File: src/rtl/gpio_pkg.sv
package gpio_pkg;

    localparam int PORT_W = 8;
    localparam int ADDR_W = 6;

    localparam logic [ADDR_W-1:0] OFS_PINS  = 6'h10;
    localparam logic [ADDR_W-1:0] OFS_DIR   = 6'h11;
    localparam logic [ADDR_W-1:0] OFS_LATCH = 6'h12;

    localparam int PIN_T2_CMP  = 7;
    localparam int PIN_T1_CAP  = 6;
    localparam int PIN_T1A_CMP = 5;

    typedef enum logic [1:0] {
        SEL_NONE,
        SEL_PINS,
        SEL_DIR,
        SEL_LATCH
    } reg_sel_e;

    typedef struct packed {
        logic oe;
        logic out;
        logic pu;
    } pad_ctl_t;

    function automatic reg_sel_e decode_ofs(input logic [ADDR_W-1:0] ofs);
        reg_sel_e sel;
        unique case (ofs)
            OFS_PINS:  sel = SEL_PINS;
            OFS_DIR:   sel = SEL_DIR;
            OFS_LATCH: sel = SEL_LATCH;
            default:   sel = SEL_NONE;
        endcase
        return sel;
    endfunction

    // Resolve one pin from its direction bit, latch bit and optional alternate driver.
    function automatic pad_ctl_t resolve_pin(input logic dir, input logic lat,
                                             input logic alt_en, input logic alt_val,
                                             input logic force_off);
        pad_ctl_t c;
        c.oe  = dir & ~force_off;
        c.out = (dir & alt_en) ? alt_val : lat;
        c.pu  = ~dir & lat & ~force_off;
        return c;
    endfunction

endpackage

File: src/rtl/gpio_sync.sv
module gpio_sync #(
    parameter int WIDTH  = 8,
    parameter int STAGES = 2
) (
    input  logic             clk,
    input  logic             rst,
    input  logic [WIDTH-1:0] d,
    output logic [WIDTH-1:0] q
);
    logic [WIDTH-1:0] stage [STAGES];

    always_ff @(posedge clk) begin
        if (rst) begin
            for (int s = 0; s < STAGES; s++) stage[s] <= '0;
        end else begin
            stage[0] <= d;
            for (int s = 1; s < STAGES; s++) stage[s] <= stage[s-1];
        end
    end

    assign q = stage[STAGES-1];
endmodule

File: src/rtl/gpio_regs.sv
module gpio_regs
    import gpio_pkg::*;
#(
    parameter int WIDTH = PORT_W,
    parameter int AW    = ADDR_W
) (
    input  logic             clk,
    input  logic             rst,
    input  logic [AW-1:0]    addr,
    input  logic             wr,
    input  logic [WIDTH-1:0] wdata,
    input  logic [WIDTH-1:0] pins_sync,
    output logic [WIDTH-1:0] rdata,
    output logic [WIDTH-1:0] latch_q,
    output logic [WIDTH-1:0] dir_q
);
    reg_sel_e sel;

    assign sel = decode_ofs(addr);

    always_ff @(posedge clk) begin
        if (rst) begin
            latch_q <= '0;
            dir_q   <= '0;
        end else if (wr) begin
            if (sel == SEL_LATCH) latch_q <= wdata;
            if (sel == SEL_DIR)   dir_q   <= wdata;
        end
    end

    always_comb begin
        unique case (sel)
            SEL_PINS:  rdata = pins_sync;
            SEL_DIR:   rdata = dir_q;
            SEL_LATCH: rdata = latch_q;
            default:   rdata = '0;
        endcase
    end
endmodule

File: src/rtl/gpio_pin_ctl.sv
module gpio_pin_ctl
    import gpio_pkg::*;
#(
    parameter int WIDTH   = PORT_W,
    parameter int ALT_A   = PIN_T2_CMP,
    parameter int ALT_B   = PIN_T1A_CMP
) (
    input  logic             rst,
    input  logic [WIDTH-1:0] dir,
    input  logic [WIDTH-1:0] latch,
    input  logic             alt_a_en,
    input  logic             alt_a_val,
    input  logic             alt_b_en,
    input  logic             alt_b_val,
    output logic [WIDTH-1:0] oe,
    output logic [WIDTH-1:0] out,
    output logic [WIDTH-1:0] pu
);
    for (genvar i = 0; i < WIDTH; i++) begin : g_pin
        pad_ctl_t ctl;
        if (i == ALT_A) begin : g_alt_a
            assign ctl = resolve_pin(dir[i], latch[i], alt_a_en, alt_a_val, rst);
        end else if (i == ALT_B) begin : g_alt_b
            assign ctl = resolve_pin(dir[i], latch[i], alt_b_en, alt_b_val, rst);
        end else begin : g_plain
            assign ctl = resolve_pin(dir[i], latch[i], 1'b0, 1'b0, rst);
        end
        assign oe[i]  = ctl.oe;
        assign out[i] = ctl.out;
        assign pu[i]  = ctl.pu;
    end
endmodule

File: src/rtl/gpio_port.sv
module gpio_port
    import gpio_pkg::*;
#(
    parameter int WIDTH   = PORT_W,
    parameter int AW      = ADDR_W,
    parameter int T2_PIN  = PIN_T2_CMP,
    parameter int CAP_PIN = PIN_T1_CAP,
    parameter int T1A_PIN = PIN_T1A_CMP
) (
    input  logic             clk,
    input  logic             rst,
    input  logic [AW-1:0]    bus_addr,
    input  logic             bus_wr,
    input  logic [WIDTH-1:0] bus_wdata,
    output logic [WIDTH-1:0] bus_rdata,
    input  logic [WIDTH-1:0] pad_in,
    output logic [WIDTH-1:0] pad_oe,
    output logic [WIDTH-1:0] pad_out,
    output logic [WIDTH-1:0] pad_pu,
    input  logic             t2_cmp_en,
    input  logic             t2_cmp_val,
    input  logic             t1a_cmp_en,
    input  logic             t1a_cmp_val,
    output logic             t1_capture
);
    logic [WIDTH-1:0] pins_sync;
    logic [WIDTH-1:0] latch_q;
    logic [WIDTH-1:0] dir_q;

    gpio_sync #(.WIDTH(WIDTH), .STAGES(2)) u_sync (
        .clk (clk),
        .rst (rst),
        .d   (pad_in),
        .q   (pins_sync)
    );

    gpio_regs #(.WIDTH(WIDTH), .AW(AW)) u_regs (
        .clk       (clk),
        .rst       (rst),
        .addr      (bus_addr),
        .wr        (bus_wr),
        .wdata     (bus_wdata),
        .pins_sync (pins_sync),
        .rdata     (bus_rdata),
        .latch_q   (latch_q),
        .dir_q     (dir_q)
    );

    gpio_pin_ctl #(.WIDTH(WIDTH), .ALT_A(T2_PIN), .ALT_B(T1A_PIN)) u_pins (
        .rst       (rst),
        .dir       (dir_q),
        .latch     (latch_q),
        .alt_a_en  (t2_cmp_en),
        .alt_a_val (t2_cmp_val),
        .alt_b_en  (t1a_cmp_en),
        .alt_b_val (t1a_cmp_val),
        .oe        (pad_oe),
        .out       (pad_out),
        .pu        (pad_pu)
    );

    assign t1_capture = pins_sync[CAP_PIN];
endmodule

File: config.mk
export PLATFORM = sky130hd
export DESIGN_NAME = gpio_port
export DESIGN_NICKNAME = d
export VERILOG_FILES = /design/src/rtl/gpio_pkg.sv /design/src/rtl/gpio_sync.sv /design/src/rtl/gpio_regs.sv /design/src/rtl/gpio_pin_ctl.sv /design/src/rtl/gpio_port.sv
export SDC_FILE = /design/constraint.sdc
export NUM_CORES = 1
export LEC_CHECK = 0
export ABC_AREA = 1
export BUFFER_PORTS_ARGS = -buffer_cell sky130_fd_sc_hd__buf_2
export CAP_MARGIN = 20
export CORE_MARGIN = 3
export CORE_UTILIZATION = 25
export CTS_CLUSTER_DIAMETER = 60
export DETAILED_ROUTE_END_ITERATION = 8
export PLACE_DENSITY = 0.46
export SYNTH_ARGS = -nofsm -noshare
export SYNTH_HDL_FRONTEND = slang
export SYNTH_SLANG_ARGS = --single-unit
File: constraint.sdc
create_clock -name clk -period 1.8 [get_ports clk]
set_input_delay 0.54 -clock clk [delete_from_list [all_inputs] [get_ports clk]]
set_output_delay 0.54 -clock clk [all_outputs]
set_load 0.02 [all_outputs]
==> results.json, run 1 <==
{
  "status": "finished with violations",
  "violations": "setup timing",
  "grt_pass1_wl_mm": 7.493,
  "viasPerCell": 4.325,
  "critPathTopFamily": "simple AND/OR/NAND/NOR gates",
  "grt_max_degree": 17,
  "critical_path_buf_inv_count": 4,
  "synthesis.area_mm2": 0.001603,
  "final_nets": 347,
  "clock-root-buffer": "clkbuf_8",
  "drtPass1Iterations": 4,
  "yosysSeqAreaShare_pct": 39.97,
  "yosys.area.top_type": "dfxtp_1",
  "relSlewSlack_pct": 68.82,
  "r2r-start": "u_regs.dir_q[5]",
  "synthTopCellsByArea": "dfxtp_1 40%, nor2_1 16%, inv_1 9.4%",
  "insertion_delay_ps": 280,
  "yosys_warnings": 0,
  "antenna_found_initial": 0,
  "tightest_slew_ps": 467.1,
  "drive_gt1_share_pct": 36.36,
  "setup_viol": 8,
  "whs_path_depth": 2,
  "busiest_layer": "met2",
  "period_minus_slack_ps": 1893,
  "end_kind": "primary output",
  "slew_violations": 0,
  "core.rowCount": 28,
  "hold-path-endpoint": "u_sync.stage[0][13]",
  "yosysUniqueCellTypes": 15,
  "antennaDiodeCount": 0,
  "cts_tree": "built",
  "grt_util_met3_pct": 3.362,
  "fmax_mhz": 528.3,
  "fin_crit_sh_pct": 105.2,
  "synthCells": 244,
  "core_area_mm2": 0.006061,
  "crit_top_cell": "buf_6",
  "crit_required_ps": 1260,
  "cts_hold_buf": 0,
  "total_power_mw": 1.599,
  "synth_nets": 273,
  "synth_top_area_share_pct": 39.97,
  "die_x_um": 86.07,
  "power.density_mw_per_mm2": 685.1,
  "drcViolationCount": 0,
  "arrival_ps": 1350,
  "ios": 62,
  "wl_mm": 4.520,
  "r2r_slack_ps": 1130,
  "start_util_pct": 26.45,
  "clk_pin_slew_ps": 70,
  "cts.sinks": 32,
  "fillers": 655,
  "ir_drop_v": 0.0002378,
  "hp-class": "reg -> reg",
  "routabilityCongestion": 0.7391,
  "synthArstFlopShare_pct": 0,
  "hold_start": "u_sync.stage[0][5]",
  "die-area_mm2": 0.007408,
  "r2r-end": "u_regs.dir_q[5]",
  "dp.final_hpwl_mm": 3.348,
  "cp_max_fo": 8,
  "use_met1_pct": 15.51,
  "synth-seq-cells": 32,
  "rsz0062_at_grt": "true",
  "skew_ps": 3.650,
  "synth-main-ff-cell": "dfxtp_1",
  "grt_util_all_layers_pct": 12.77,
  "setup_ws_ps": -92.76,
  "crit_chain": "buf_6, inv_2, nand2_2, nor2_4, buf_6, nand4_1, nand3_2, buf_6",
  "cts_buffer_depth": 2,
  "p_leak_nw": 1.206,
  "max_stage_delay_ps": 150,
  "avgSynthCellArea_um2": 6.569,
  "met2_usage_pct": 21.79,
  "drt-initial-drc-count": 50,
  "holdWs_ps": 400.6,
  "synth_edf_count": 0,
  "crit_path_top_delay_cell": "nor2_4",
  "vias": 1704,
  "cts_made_buffers": 5,
  "drv_cap": 0,
  "gr-total-overflow": 0,
  "critPathLaunchType": "input port",
  "critical_path_cell_count": 8,
  "area_growth_pct": 45.59,
  "r2r_cells": 2,
  "io_buffer_count": 61,
  "die_y_um": 86.07,
  "synthTopCellsByCount": "67 x nor2_1, 40 x inv_1, 32 x dfxtp_1, 26 x nand2_1",
  "hold_viol_final": 0,
  "grt_pass1_vias": 1628,
  "ant_nets": 0,
  "drt-wirelength-per-cell_um": 11.47,
  "cts_max_level": 2,
  "synth_most_common_cell": "nor2_1",
  "critPathKind": "in -> out"
}
[power breakdown]
| group | internal [mW] | switching [mW] | total, mW |
|---|---|---|---|
| Sequential | 0.727 | 0.00743 | 0.735 |
| Clock | 0.409 | 0.270 | 0.679 |
| Combinational | 0.0821 | 0.103 | 0.185 |
[cells in the final DEF, fill, tap and decap left out, drive strengths merged]
master,synthesis,layout
inv,42,42
clkbuf,7,5
bufinv,0,1
clkinv,0,1
nand2,26,26
a21oi,2,2
clkinvlp,0,1
dfxtp,32,32
nor3,2,2
buf,12,86
nand3,26,26
nor2,71,71
nand4,24,24
[how the worst max path moves through the flow]
stage	from	end	slack, ps
finish	bus_addr[5]	bus_rdata[0]	-90
global route	bus_addr[5]	bus_rdata[0]	-160
CTS	bus_addr[3]	bus_rdata[0]	-210
detailed placement	bus_addr[5]	bus_rdata[0]	-210
global placement	bus_addr[5]	bus_rdata[0]	-210
floorplan	bus_addr[5]	bus_rdata[6]	8
[area by class of cell]
type / count / area [um2] / area share, %
clock buffer: 5 / 68.82 / 2.949
inverter: 42 / 157.7 / 6.756
multi-input combinational: 151 / 757.0 / 32.44
tap: 75 / 93.84 / 4.021
sequential: 32 / 640.6 / 27.45
timing repair buffer: 86 / 573.1 / 24.56
clock inverter: 3 / 42.54 / 1.823
[layer usage]
layer	part of all wire [%]	vias to the layer above
met2	47	55
met5	0	-
met1	46	738
li1	-	905
met4	1.3	0
met3	5.6	6
[worst register-to-register path: cells and delay by family (launching register included)]
kind / cells / cell delay, ps
flip-flops: 1 / 440
AND/OR/NAND/NOR: 2 / 180
[cells by family after synthesis]
group           Yosys count  share of synthesized area (%)
compound gates            2                         0.6245
buf+inv                  61                          16.08
flops                    32                          39.97
simple gates            149                          43.33
[repair_timing]
action / CTS / global route
endpoints found under the setup margin: 8 / 8
gates resized for setup: 35 / 3
gates cloned: 2 / 0
pin swaps: 4 / 5
setup buffers: 4 / 1
[state kept, by name, summed over array words and instances (netlist names)]
signal	count
u_sync.stage	16
u_regs.dir_q	8
u_regs.latch_q	8
[through the flow]
step / area [um2] / instances / utilization, % / setup TNS, ps / setup WS, ps
2_1_floorplan: 1605 / 244 / - / 0 / 7.745
3_3_place_gp: 2074 / 382 / 34.23 / -1354 / -213.8
3_5_place_dp: 2074 / 382 / 34.23 / -1469 / -214.9
4_1_cts: 2385 / 396 / 39.35 / -1392 / -205.8
5_1_grt: 2333 / 394 / 38.50 / -1196 / -162.2
6_report: 2333 / 394 / 38.50 / -590.3 / -92.76
No activity file was read; power rests on OpenSTA's default activity.
==> run 2, diff against run 1 <==
==> constraint.sdc (replaced) <==
create_clock -name clk -period 1.8 [get_ports clk]
set_input_delay 0.18 -clock clk [delete_from_list [all_inputs] [get_ports clk]]
set_output_delay 0.18 -clock clk [all_outputs]
set_load 0.02 [all_outputs]
==> results.json, run 2 (synthesis gave the netlist of run 1 again) <==
{
  "largest_registers": "u_sync.stage: 16 flops, u_regs.dir_q: 8 flops, u_regs.latch_q: 8 flops",
  "io_buffer_count": 61,
  "dp.final_hpwl_mm": 3.121,
  "fillers": 689,
  "end_kind": "primary output",
  "cts_hold_buf": 0,
  "p_leak_nw": 1.038,
  "die_y_um": 86.07,
  "critPathKind": "in -> out",
  "grt_util_all_layers_pct": 12.14,
  "tns_ps": 0,
  "fmax_mhz": 710.9,
  "viasPerCell": 4.333,
  "ir_drop_v": 0.0002864,
  "wl_mm": 4.238,
  "skew_ps": 2.004,
  "cts_buffer_depth": 2,
  "period_minus_slack_ps": 1407,
  "rsz0062_at_grt": "false",
  "die_x_um": 86.07,
  "setup_viol": 0,
  "met3_length_um": 328,
  "cts_made_buffers": 5,
  "layout_common_cells": "66 x nor2_1, 61 x buf_2, 40 x inv_1",
  "antennaDiodeCount": 0,
  "drive_gt1_share_pct": 26.94,
  "cts_resized": 0,
  "cts.sinks": 32,
  "vias": 1612,
  "grt_pass1_vias": 1426,
  "drcViolationCount": 0,
  "core.rowCount": 28,
  "status": "completed",
  "drtPass1Iterations": 4,
  "wl_met2_mm": 1.902,
  "tightest_slew_ps": 486.6,
  "cts_max_level": 2,
  "cts_tree": "built",
  "gr-total-overflow": 0,
  "total_power_mw": 1.547,
  "holdWs_ps": 92.92,
  "antenna_found_initial": 0,
  "layout_commonest_cell": "nor2_1",
  "start_util_pct": 26.45,
  "drt-initial-drc-count": 54,
  "slew_violations": 0,
  "fin_crit_sh_pct": 78.15,
  "dp.cells": 364,
  "cp_max_fo": 17,
  "area_growth_pct": 27.71,
  "arrival_ps": 1230,
  "critPathLaunchType": "input port",
  "ios": 62,
  "hp-class": "in -> reg",
  "grt_pass1_wl_mm": 6.913,
  "crit_required_ps": 1620,
  "routabilityCongestion": 0.7199,
  "power.density_mw_per_mm2": 755.8,
  "fin_cells": 372,
  "drt-wirelength-per-cell_um": 11.39,
  "core_area_mm2": 0.006061,
  "final_nets": 325,
  "cts_setup_buffers": 0,
  "grt_max_degree": 41,
  "wl_met1_mm": 1.941,
  "clock-root-buffer": "clkbuf_8",
  "relSlewSlack_pct": 67.53,
  "clk_pin_slew_ps": 60,
  "insertion_delay_ps": 280,
  "hold_viol_final": 0,
  "ant_nets": 0,
  "largest_reg_flops": 16,
  "routed.top_layer": "met4",
  "drv_cap": 0,
  "regMostFlops": "u_sync.stage",
  "die-area_mm2": 0.007408
}
==> run 2: path summary, 6_finish.rpt <==
check	cells after the start	slack (ps)	end	from
worst max register to register	2	1140	u_regs.dir_q[5]	u_regs.dir_q[5]
worst min-delay path	3	90	u_sync.stage[0][7]	pad_in[7]
worst max-delay path	6	390	bus_rdata[0]	bus_addr[1]
worst min register to register	2	400	u_sync.stage[0][11]	u_sync.stage[0][3]
==> run 2: final cells by class <==
cell class	instances	area [um2]	area share, %
multi-input combinational	151	706.9	34.54
sequential	32	640.6	31.30
timing repair buffer	64	340.3	16.63
inverter	42	157.7	7.702
tap	75	93.84	4.584
clock buffer	6	72.57	3.545
clock inverter	2	35.03	1.711
==> run 2: routing by layer <==
layer | global-route usage, % | vias to the layer above
li1 | - | 858
met1 | 15.54 | 701
met2 | 18.99 | 46
met3 | 4.035 | 7
met4 | 4.317 | 0
met5 | 0 | -
==> run 2: per-stage QoR <==
step                      utilization (%)  cell area (um2)  setup WS (ps)
final                               33.77             2047          393.2
after global routing                33.77             2047          279.4
after CTS                           33.77             2047          379.6
after detailed placement            32.00             1939          362.9
after global placement              32.00             1939          376.6
after floorplan                         -             1603          630.7
==> run 2: power by group <==
part	internal [mW]	total, mW	switching, mW
clock network	0.410	0.668	0.258
registers	0.728	0.735	0.00731
logic	0.0498	0.144	0.0944
==> run 2: worst max-delay path, stage by stage <==
cell and delay (ps):
buf_2 130, inv_2 110, nor2_4 360, nand3_1 150, nand3_1 120, buf_2 170
